--- config.mk ---
export PLATFORM = sky130hd
export DESIGN_NAME = scratch_lvl_slot
export DESIGN_NICKNAME = d
export VERILOG_FILES = /design/src/rtl/scr_pkg.sv /design/src/rtl/scr_store.sv /design/src/rtl/scr_mode_reg.sv /design/src/rtl/scr_rd_path.sv /design/src/rtl/scratch_lvl_slot.sv
export SDC_FILE = /design/constraint.sdc
export NUM_CORES = 1
export LEC_CHECK = 0
export ABC_AREA = 1
export ABC_CLOCK_PERIOD_IN_PS = 1300
export BUFFER_PORTS_ARGS = -buffer_cell sky130_fd_sc_hd__clkbuf_2
export CORE_ASPECT_RATIO = 2
export CORE_MARGIN = 1
export CORE_UTILIZATION = 35
export CTS_CLUSTER_DIAMETER = 40
export DETAILED_ROUTE_END_ITERATION = 6
export PLACE_DENSITY_LB_ADDON = 0.2
export RECOVER_POWER = 50
export SLEW_MARGIN = 20
export SYNTH_ARGS = -nofsm -noshare
export SYNTH_HDL_FRONTEND = slang
export SYNTH_SLANG_ARGS = --single-unit
--- constraint.sdc ---
create_clock -name clk -period 1.3 [get_ports clk]
set_input_delay 0.26 -clock clk [delete_from_list [all_inputs] [get_ports clk]]
set_output_delay 0.26 -clock clk [all_outputs]
set_load 0.02 [all_outputs]
--- src/rtl/scr_pkg.sv ---
package scr_pkg;
  typedef enum logic [1:0] {
    LV_SCRATCH = 2'b00,
    LV_RX      = 2'b01,
    LV_TX      = 2'b10,
    LV_ALT     = 2'b11
  } lvl_mode_e;
endpackage

--- src/rtl/scr_store.sv ---
// Scratch byte: preset value at reset, frozen while sleeping.
module scr_store #(
  parameter int          DATA_W  = 8,
  parameter logic [7:0]  RST_VAL = 8'hFF
) (
  input  logic              clk,
  input  logic              rst_n,
  input  logic              we,
  input  logic              sleep,
  input  logic [DATA_W-1:0] d,
  output logic [DATA_W-1:0] q
);
  logic [DATA_W-1:0] q_r;

  always_ff @(posedge clk or negedge rst_n) begin
    if (!rst_n)
      q_r <= DATA_W'(RST_VAL);
    else if (we && !sleep)
      q_r <= d;
  end

  assign q = q_r;
endmodule

--- src/rtl/scr_mode_reg.sv ---
// Write-only mode byte; all bits stored, low two decoded locally.
module scr_mode_reg #(
  parameter int DATA_W = 8
) (
  input  logic              clk,
  input  logic              rst_n,
  input  logic              we,
  input  logic [DATA_W-1:0] d,
  output logic [DATA_W-1:0] q
);
  logic [DATA_W-1:0] q_r;

  always_ff @(posedge clk or negedge rst_n) begin
    if (!rst_n)
      q_r <= '0;
    else if (we)
      q_r <= d;
  end

  assign q = q_r;
endmodule

--- src/rtl/scr_rd_path.sv ---
// Read source selection, alternation phase and registered answer.
module scr_rd_path
  import scr_pkg::*;
#(
  parameter int DATA_W = 8,
  parameter int LVL_W  = 8
) (
  input  logic              clk,
  input  logic              rst_n,
  input  logic              rd_stb,
  input  logic              swap_en,
  input  lvl_mode_e         mode,
  input  logic              clr_phase,
  input  logic [DATA_W-1:0] scr,
  input  logic [LVL_W-1:0]  rx_level,
  input  logic [LVL_W-1:0]  tx_level,
  output logic [DATA_W-1:0] rd_data,
  output logic              rd_valid,
  output logic              phase
);
  logic [DATA_W-1:0] rx_ext, tx_ext, src;
  logic [DATA_W-1:0] rd_q;
  logic              vld_q, phase_q;
  logic              step;

  // zero-extend level counts to the bus width
  generate
    if (LVL_W == DATA_W) begin : g_same
      assign rx_ext = rx_level;
      assign tx_ext = tx_level;
    end else begin : g_pad
      assign rx_ext = {{(DATA_W-LVL_W){1'b0}}, rx_level};
      assign tx_ext = {{(DATA_W-LVL_W){1'b0}}, tx_level};
    end
  endgenerate

  always_comb begin
    src = scr;
    if (swap_en) begin
      unique case (mode)
        LV_SCRATCH: src = scr;
        LV_RX:      src = rx_ext;
        LV_TX:      src = tx_ext;
        LV_ALT:     src = phase_q ? tx_ext : rx_ext;
        default:    src = scr;
      endcase
    end
  end

  assign step = rd_stb && swap_en && (mode == LV_ALT);

  always_ff @(posedge clk or negedge rst_n) begin
    if (!rst_n) begin
      phase_q <= 1'b0;
    end else if (clr_phase) begin
      phase_q <= 1'b0;
    end else if (step) begin
      phase_q <= ~phase_q;
    end
  end

  always_ff @(posedge clk or negedge rst_n) begin
    if (!rst_n) begin
      rd_q  <= '0;
      vld_q <= 1'b0;
    end else begin
      vld_q <= rd_stb;
      if (rd_stb)
        rd_q <= src;
    end
  end

  assign rd_data  = rd_q;
  assign rd_valid = vld_q;
  assign phase    = phase_q;
endmodule

--- src/rtl/scratch_lvl_slot.sv ---
module scratch_lvl_slot
  import scr_pkg::*;
#(
  parameter int         DATA_W     = 8,
  parameter int         FIFO_DEPTH = 128,
  parameter logic [7:0] SCR_RST    = 8'hFF,
  localparam int        LVL_W      = $clog2(FIFO_DEPTH + 1)
) (
  input  logic              clk,
  input  logic              rst_n,
  input  logic              sleep,
  input  logic              swap_en,
  input  logic              wr_stb,
  input  logic              rd_stb,
  input  logic [DATA_W-1:0] wr_data,
  input  logic [LVL_W-1:0]  rx_level,
  input  logic [LVL_W-1:0]  tx_level,
  output logic [DATA_W-1:0] rd_data,
  output logic              rd_valid,
  output logic [DATA_W-1:0] mode_sel
);
  logic [DATA_W-1:0] scr_q;
  logic [DATA_W-1:0] mode_q;
  logic              alt_phase;
  logic              scr_we, mode_we;
  lvl_mode_e         lv_mode;

  assign scr_we  = wr_stb && !swap_en;
  assign mode_we = wr_stb &&  swap_en;
  assign lv_mode = lvl_mode_e'(mode_q[1:0]);

  scr_store #(.DATA_W(DATA_W), .RST_VAL(SCR_RST)) u_store (
    .clk(clk), .rst_n(rst_n), .we(scr_we), .sleep(sleep),
    .d(wr_data), .q(scr_q)
  );

  scr_mode_reg #(.DATA_W(DATA_W)) u_mode (
    .clk(clk), .rst_n(rst_n), .we(mode_we), .d(wr_data), .q(mode_q)
  );

  scr_rd_path #(.DATA_W(DATA_W), .LVL_W(LVL_W)) u_rd (
    .clk(clk), .rst_n(rst_n), .rd_stb(rd_stb), .swap_en(swap_en),
    .mode(lv_mode), .clr_phase(mode_we), .scr(scr_q),
    .rx_level(rx_level), .tx_level(tx_level),
    .rd_data(rd_data), .rd_valid(rd_valid), .phase(alt_phase)
  );

  assign mode_sel = mode_q;
endmodule

=== Yosys cells after proc, flatten, opt, wreduce, memory -nomap -nowiden ===
Cells that the tools add are included.

* Memory bits (read-only): 0
* Bits in latches: 0
* Bits in writable memories: 0
* Word-level logic and storage cells: 23
* Memories: 0
* Output and inout bits: 17
* Input bits: 30
* Register bits: 26

* Shift-type cells: 0
* Add/subtract/negate cells: 0
* Div/mod/pow operators: 0
* Order comparisons: 0
* Reductions and logical operators: 9
* Bitwise logic cells: 1
* Equal/unequal tests: 3
* Multipliers: 0
* Mux-type cells: 5

{| class="wikitable"
|+ Operators with widths
! operator !! count
|-
| case mux 8 bit (4 select lines) || 1
|-
| two-way mux 8 bit || 2
|-
| logical AND 1 bit || 5
|-
| equality test 2 bit, second input constant || 2
|-
| equality test 2 x 1 -> 1 bit, second input constant || 1
|-
| logical NOT 1 bit || 2
|-
| logical NOT 2 bit || 1
|-
| two-way mux 1 bit || 2
|-
| nonzero test 2 bit || 1
|-
| inverter 1 bit || 1
|}

=== Depth between registers and ports, before layout ===
* Word-level depth: 4
* Depth in mapped cells: 7
* Mapped depth without buffers: 7

=== Hierarchy ===
From an unflattened synthesis, not the netlist that was laid out.

* Cell total of the unflattened synthesis: 162
* Area total of the unflattened synthesis: 1286.2 µm²

{| class="wikitable"
|+ By module, submodules not included
! module !! cells each !! sequential area each (µm²) !! times used !! area an instance (µm²)
|-
| scr_rd_path || 89 || 250.2 || 1 || 626.9
|-
| scr_store || 35 || 210.2 || 1 || 336.6
|-
| scr_mode_reg || 34 || 200.2 || 1 || 305.3
|-
| scratch_lvl_slot || 4 || 0.0 || 1 || 17.5
|}

=== Worst setup path after synthesis ===
No wires, ideal clock.

* Path type: reg-to-reg
* Start point: register u_mode.q_r[1], in the netlist u_mode.q[1]
* End point: register u_rd.rd_q[3], in the netlist u_rd.rd_data[3]
* Arrival time: 1041 ps
* Setup time: 117 ps
* Path slack: 142 ps
* Cell stages (with the launch flop): 8
* Clock period less this slack: 1158 ps
* Path buffers: 0
* Required time: 1183 ps
* Cells stage by stage: dfrtp_1 inv_1 nand2_4 nand2_4 clkinv_4 nand3_1 nand2_1 nand2_1

* Cells in the longest elaborated chain, start to end: 3
* Elaborated cells on any way between the ends: 6
* Classes of those cells: 3 x eq/ne; 2 x mux; 1 x reduce/logical

{| class="wikitable"
|+ Ends and longest elaborated chain
! item !! line !! RTL
|-
| start, declared || scr_mode_reg.sv:11 || <nowiki>logic [DATA_W-1:0] q_r;</nowiki>
|-
| start signal, assigned || scr_mode_reg.sv:15 || <nowiki>q_r <= '0;</nowiki>
|-
| start signal, assigned || scr_mode_reg.sv:17 || <nowiki>q_r <= d;</nowiki>
|-
| equality test 2 bit, or another cell as far along || scr_rd_path.sv:40 || <nowiki>unique case (mode)</nowiki>
|-
| case mux 8 bit (4 select lines) (*) || scr_rd_path.sv:40 ||
|-
| two-way mux 8 bit (*) || scr_rd_path.sv:39 || <nowiki>if (swap_en) begin</nowiki>
|-
| end signal, assigned || scr_rd_path.sv:69 || <nowiki>rd_q <= src;</nowiki>
|-
| end, declared || scr_rd_path.sv:22 || <nowiki>logic [DATA_W-1:0] rd_q;</nowiki>
|}

Mark *: on every way between the ends. The rest lies on a longest branch, timed or not.
A chain may end at the register's enable or synchronous reset.

=== Worst setup path after layout ===
* Start point: register u_mode.q_r[0], in the netlist u_mode.q[0]
* End point: output mode_sel[0]

{| class="wikitable"
|+ RTL lines
! item !! line !! RTL
|-
| end, declared || scratch_lvl_slot.sv:20 || <nowiki>output logic [DATA_W-1:0] mode_sel</nowiki>
|}

No word-level cell between the ends.

==> impl_metrics.json <==
{
  "result_of_the_run": "finished with violations",
  "violations": "DRC",
  "grt_util_all_layers_pct": 16.6,
  "mostFrequentLayoutCells": "46 x sky130_fd_sc_hd__clkbuf_2, 42 x sky130_fd_sc_hd__nand2_1, 25 x sky130_fd_sc_hd__nand3_1",
  "setup_viol": 0,
  "std_cell_rows": 30,
  "global_route_wire_length_before_repair_mm": 4.82,
  "port_buffers": 46,
  "max-clock-path-buffers": 2,
  "crit_path_cell_trace": "buf_4 > clkbuf_2",
  "setup.worst_path.class": "register to output pin",
  "period_needed_ns": 1.25,
  "hpwl_mm": 2.13,
  "cts_tree": "done",
  "cts_max_level": 1,
  "via_density_per_instance": 4.85,
  "worst_ep_required_time_ns": 1.04,
  "gr-max-usage-layer": "met2",
  "timing.hold.ws_ns": 0.150,
  "synth_area_per_cell_sq_um": 8.28,
  "post_route_cells_drive_above_1_share_pct": 34.5,
  "flow.area_growth_from_synthesis_pct": 26.5,
  "max_clock_freq_ghz": 0.798,
  "max_cap_viol_count": 0,
  "static-leakage-power_nw": 0.852,
  "max-vdd-ir-drop_uv": 816,
  "clockRootBuffer": "sky130_fd_sc_hd__clkbuf_8",
  "share_clk_of_total_power_pct": 24.2,
  "timing.final.max_slew_violations": 0,
  "drc_errors": 4,
  "design.die.area_sq_um": 3810,
  "yosys_warnings": 0,
  "critPathBufInv": 2,
  "clock_skew_ns": 0.00715,
  "r2r_setup_slack_ns": 0.14,
  "internal-power_mw": 1.45,
  "syn_nets": 180,
  "cts_made_buffers": 3,
  "gr-usage-met2_pct": 29.7,
  "synth_cell_type_count": 16,
  "postSynthRegisterBits": 26,
  "timing_worst_slew_pin_value_ns": 0.620,
  "critical_path.max_fanout": 9,
  "share_seq_of_total_power_pct": 48.4,
  "power_density_nw_per_um2": 1360,
  "final_wirelength_mm": 2.70,
  "num_antenna_cells": 0,
  "num_vias": 1125,
  "totalNegativeSetupSlack_ns": 0,
  "swShare_pct": 32.3,
  "setup_repair_after_global_routing_missed_its_margin": "false",
  "die_width_um": 44.1,
  "dieHeight_um": 86.3,
  "globalRouteMet1Util_pct": 17.9,
  "switching_power_of_the_nets_uw": 692,
  "postLayoutCellArea_sq_um": 1570,
  "layout_commonest_cell": "sky130_fd_sc_hd__clkbuf_2",
  "total_core_area_sq_um": 3380,
  "arrival_ns": 0.99,
  "max_stage_delay_ns": 0.40,
  "detailed_routing_iterations_pass_1": 6,
  "critical-path-slowest-cell": "sky130_fd_sc_hd__dfrtp_1",
  "endpoint_kind": "output pin",
  "io_pins": 47,
  "gp_routability_congestion": 0.833,
  "antenna_violating_nets_post_route": 0,
  "worstHoldPathType": "input port to register",
  "effective_utilization_at_floorplan_pct": 36.8,
  "via_count_of_the_first_global_routing_pass": 1171,
  "synth.cell_area_sq_um": 1240,
  "route.detailed.wl_per_inst_um": 11.6,
  "grt.met3_usage_pct": 2.29,
  "pin_count_of_the_biggest_net_entering_global_routing": 27,
  "initial_antenna_violation_count": 0,
  "slew_headroom_pct": 58.6,
  "netlist_instances": 150,
  "cts.clk_slew.worst_paths_ns": 0.08,
  "clock_sinks": 26,
  "pwr-share-comb_pct": 27.3,
  "startpoint_type": "register",
  "postPlaceCellArea_sq_um": 1500,
  "finalCritPeriodShare_pct": 96.4,
  "final-hold-violation-count": 0,
  "globalRoute.totalOverflow": 0,
  "sequential_element_share_of_the_synthesized_area_pct": 53.2,
  "final_net_count": 231,
  "dr.first_iter.drc_count": 29,
  "clkLatencyLatePin_ns": 0.27,
  "category_of_cells_accounting_for_the_largest_share_of_critical_path_delay": "flip-flops"
}
==> worst reg2reg max path: cells and delay by family, from the launching register on <==
family                 cells  cell delay [ns]
AND/OR/NAND/NOR            5             0.41
flip-flops                 1             0.40
buffers and inverters      3             0.30
==> power groups by stage <==
stage                     combinational [mW]  clock [mW]  sequential, mW
after floorplan                        0.276           0            1.15
after global placement                 0.569           0            1.05
after detailed placement               0.579           0            1.06
after CTS                              0.593       0.541            1.04
after global routing                   0.666       0.563            1.05
final                                  0.586       0.519            1.04
==> registers in the layout (all words and copies together) (netlist names) <==
name,flops
u_store.q,8
u_mode.q,8
u_rd.phase,1
u_rd.rd_valid,1
u_rd.rd_data,8
==> logic make-up after synthesis <==
family | share of synthesized area [%]
buffers and inverters | 9.57
AND/OR/NAND/NOR | 27.2
flip-flops | 53.2
AO/OA/AOI/OAI | 10.1
==> final timing paths <==
| check | from | end | cells after the start |
|---|---|---|---|
| min in group asynchronous | rst_n | u_mode.q[6]$_DFFE_PN0P_ | 3 |
| worst max register to register | u_mode.q[0]$_DFFE_PN0P_ | u_rd.rd_data[1]$_DFFE_PN0P_ | 8 |
| worst min register to register | u_store.q[6]$_DFFE_PN1P_ | u_store.q[6]$_DFFE_PN1P_ | 2 |
| worst min-delay path | rd_stb | u_rd.rd_valid$_DFF_PN0_ | 1 |
| max in group asynchronous | rst_n | u_rd.rd_data[1]$_DFFE_PN0P_ | 3 |
| worst max-delay path | u_mode.q[0]$_DFFE_PN0P_ | mode_sel[0] | 2 |
==> cell usage after synthesis <==
cell type	number	area, sq um
sky130_fd_sc_hd__clkbuf_1	1	3.75
sky130_fd_sc_hd__o21ai_1	17	85.1
sky130_fd_sc_hd__dfrtp_1	18	450
sky130_fd_sc_hd__nand4_1	1	6.26
sky130_fd_sc_hd__dfstp_2	8	210
sky130_fd_sc_hd__nand2_2	3	18.8
sky130_fd_sc_hd__inv_2	3	11.3
sky130_fd_sc_hd__a21oi_1	8	40.0
sky130_fd_sc_hd__nand2_4	2	22.5
sky130_fd_sc_hd__buf_2	1	5.00
sky130_fd_sc_hd__nand3b_2	1	11.3
sky130_fd_sc_hd__nand3_1	25	125
sky130_fd_sc_hd__inv_1	18	67.6
sky130_fd_sc_hd__buf_6	2	22.5
sky130_fd_sc_hd__nand2_1	41	154
sky130_fd_sc_hd__clkinv_4	1	8.76
==> area by class of cell <==
cell class,instances,area [sq um]
clock buffer,4,55.1
fill,365,1810
multi-input combinational,98,469
timing repair buffer,50,259
inverter,22,87.6
tap,32,40.0
sequential,26,661
==> metrics by stage <==
stage	utilization, %	worst slack [ns]	std cells	total power, mW
floorplan	-	0.142	150	1.42
global placement	44.3	0.194	226	1.62
detailed placement	44.3	0.172	226	1.64
CTS	46.4	0.0406	232	2.17
global route	46.5	0.000256	232	2.28
finish	46.5	0.0470	232	2.14
==> per-layer routing <==
metal	vias to the layer above	part of all wire, %
met3	6	4.3
met5	-	0
li1	583	-
met2	45	52
met1	491	41
met4	0	2.3
==> repair_timing <==
action / in CTS / in global routing
endpoints found under the setup margin: 1 / 3
hold buffers: 1 / 0
setup buffers: 1 / 0
hold endpoints to repair: 18 / 0
resized for setup: 0 / 1
Note: power is estimated with default switching activity, not from simulation.
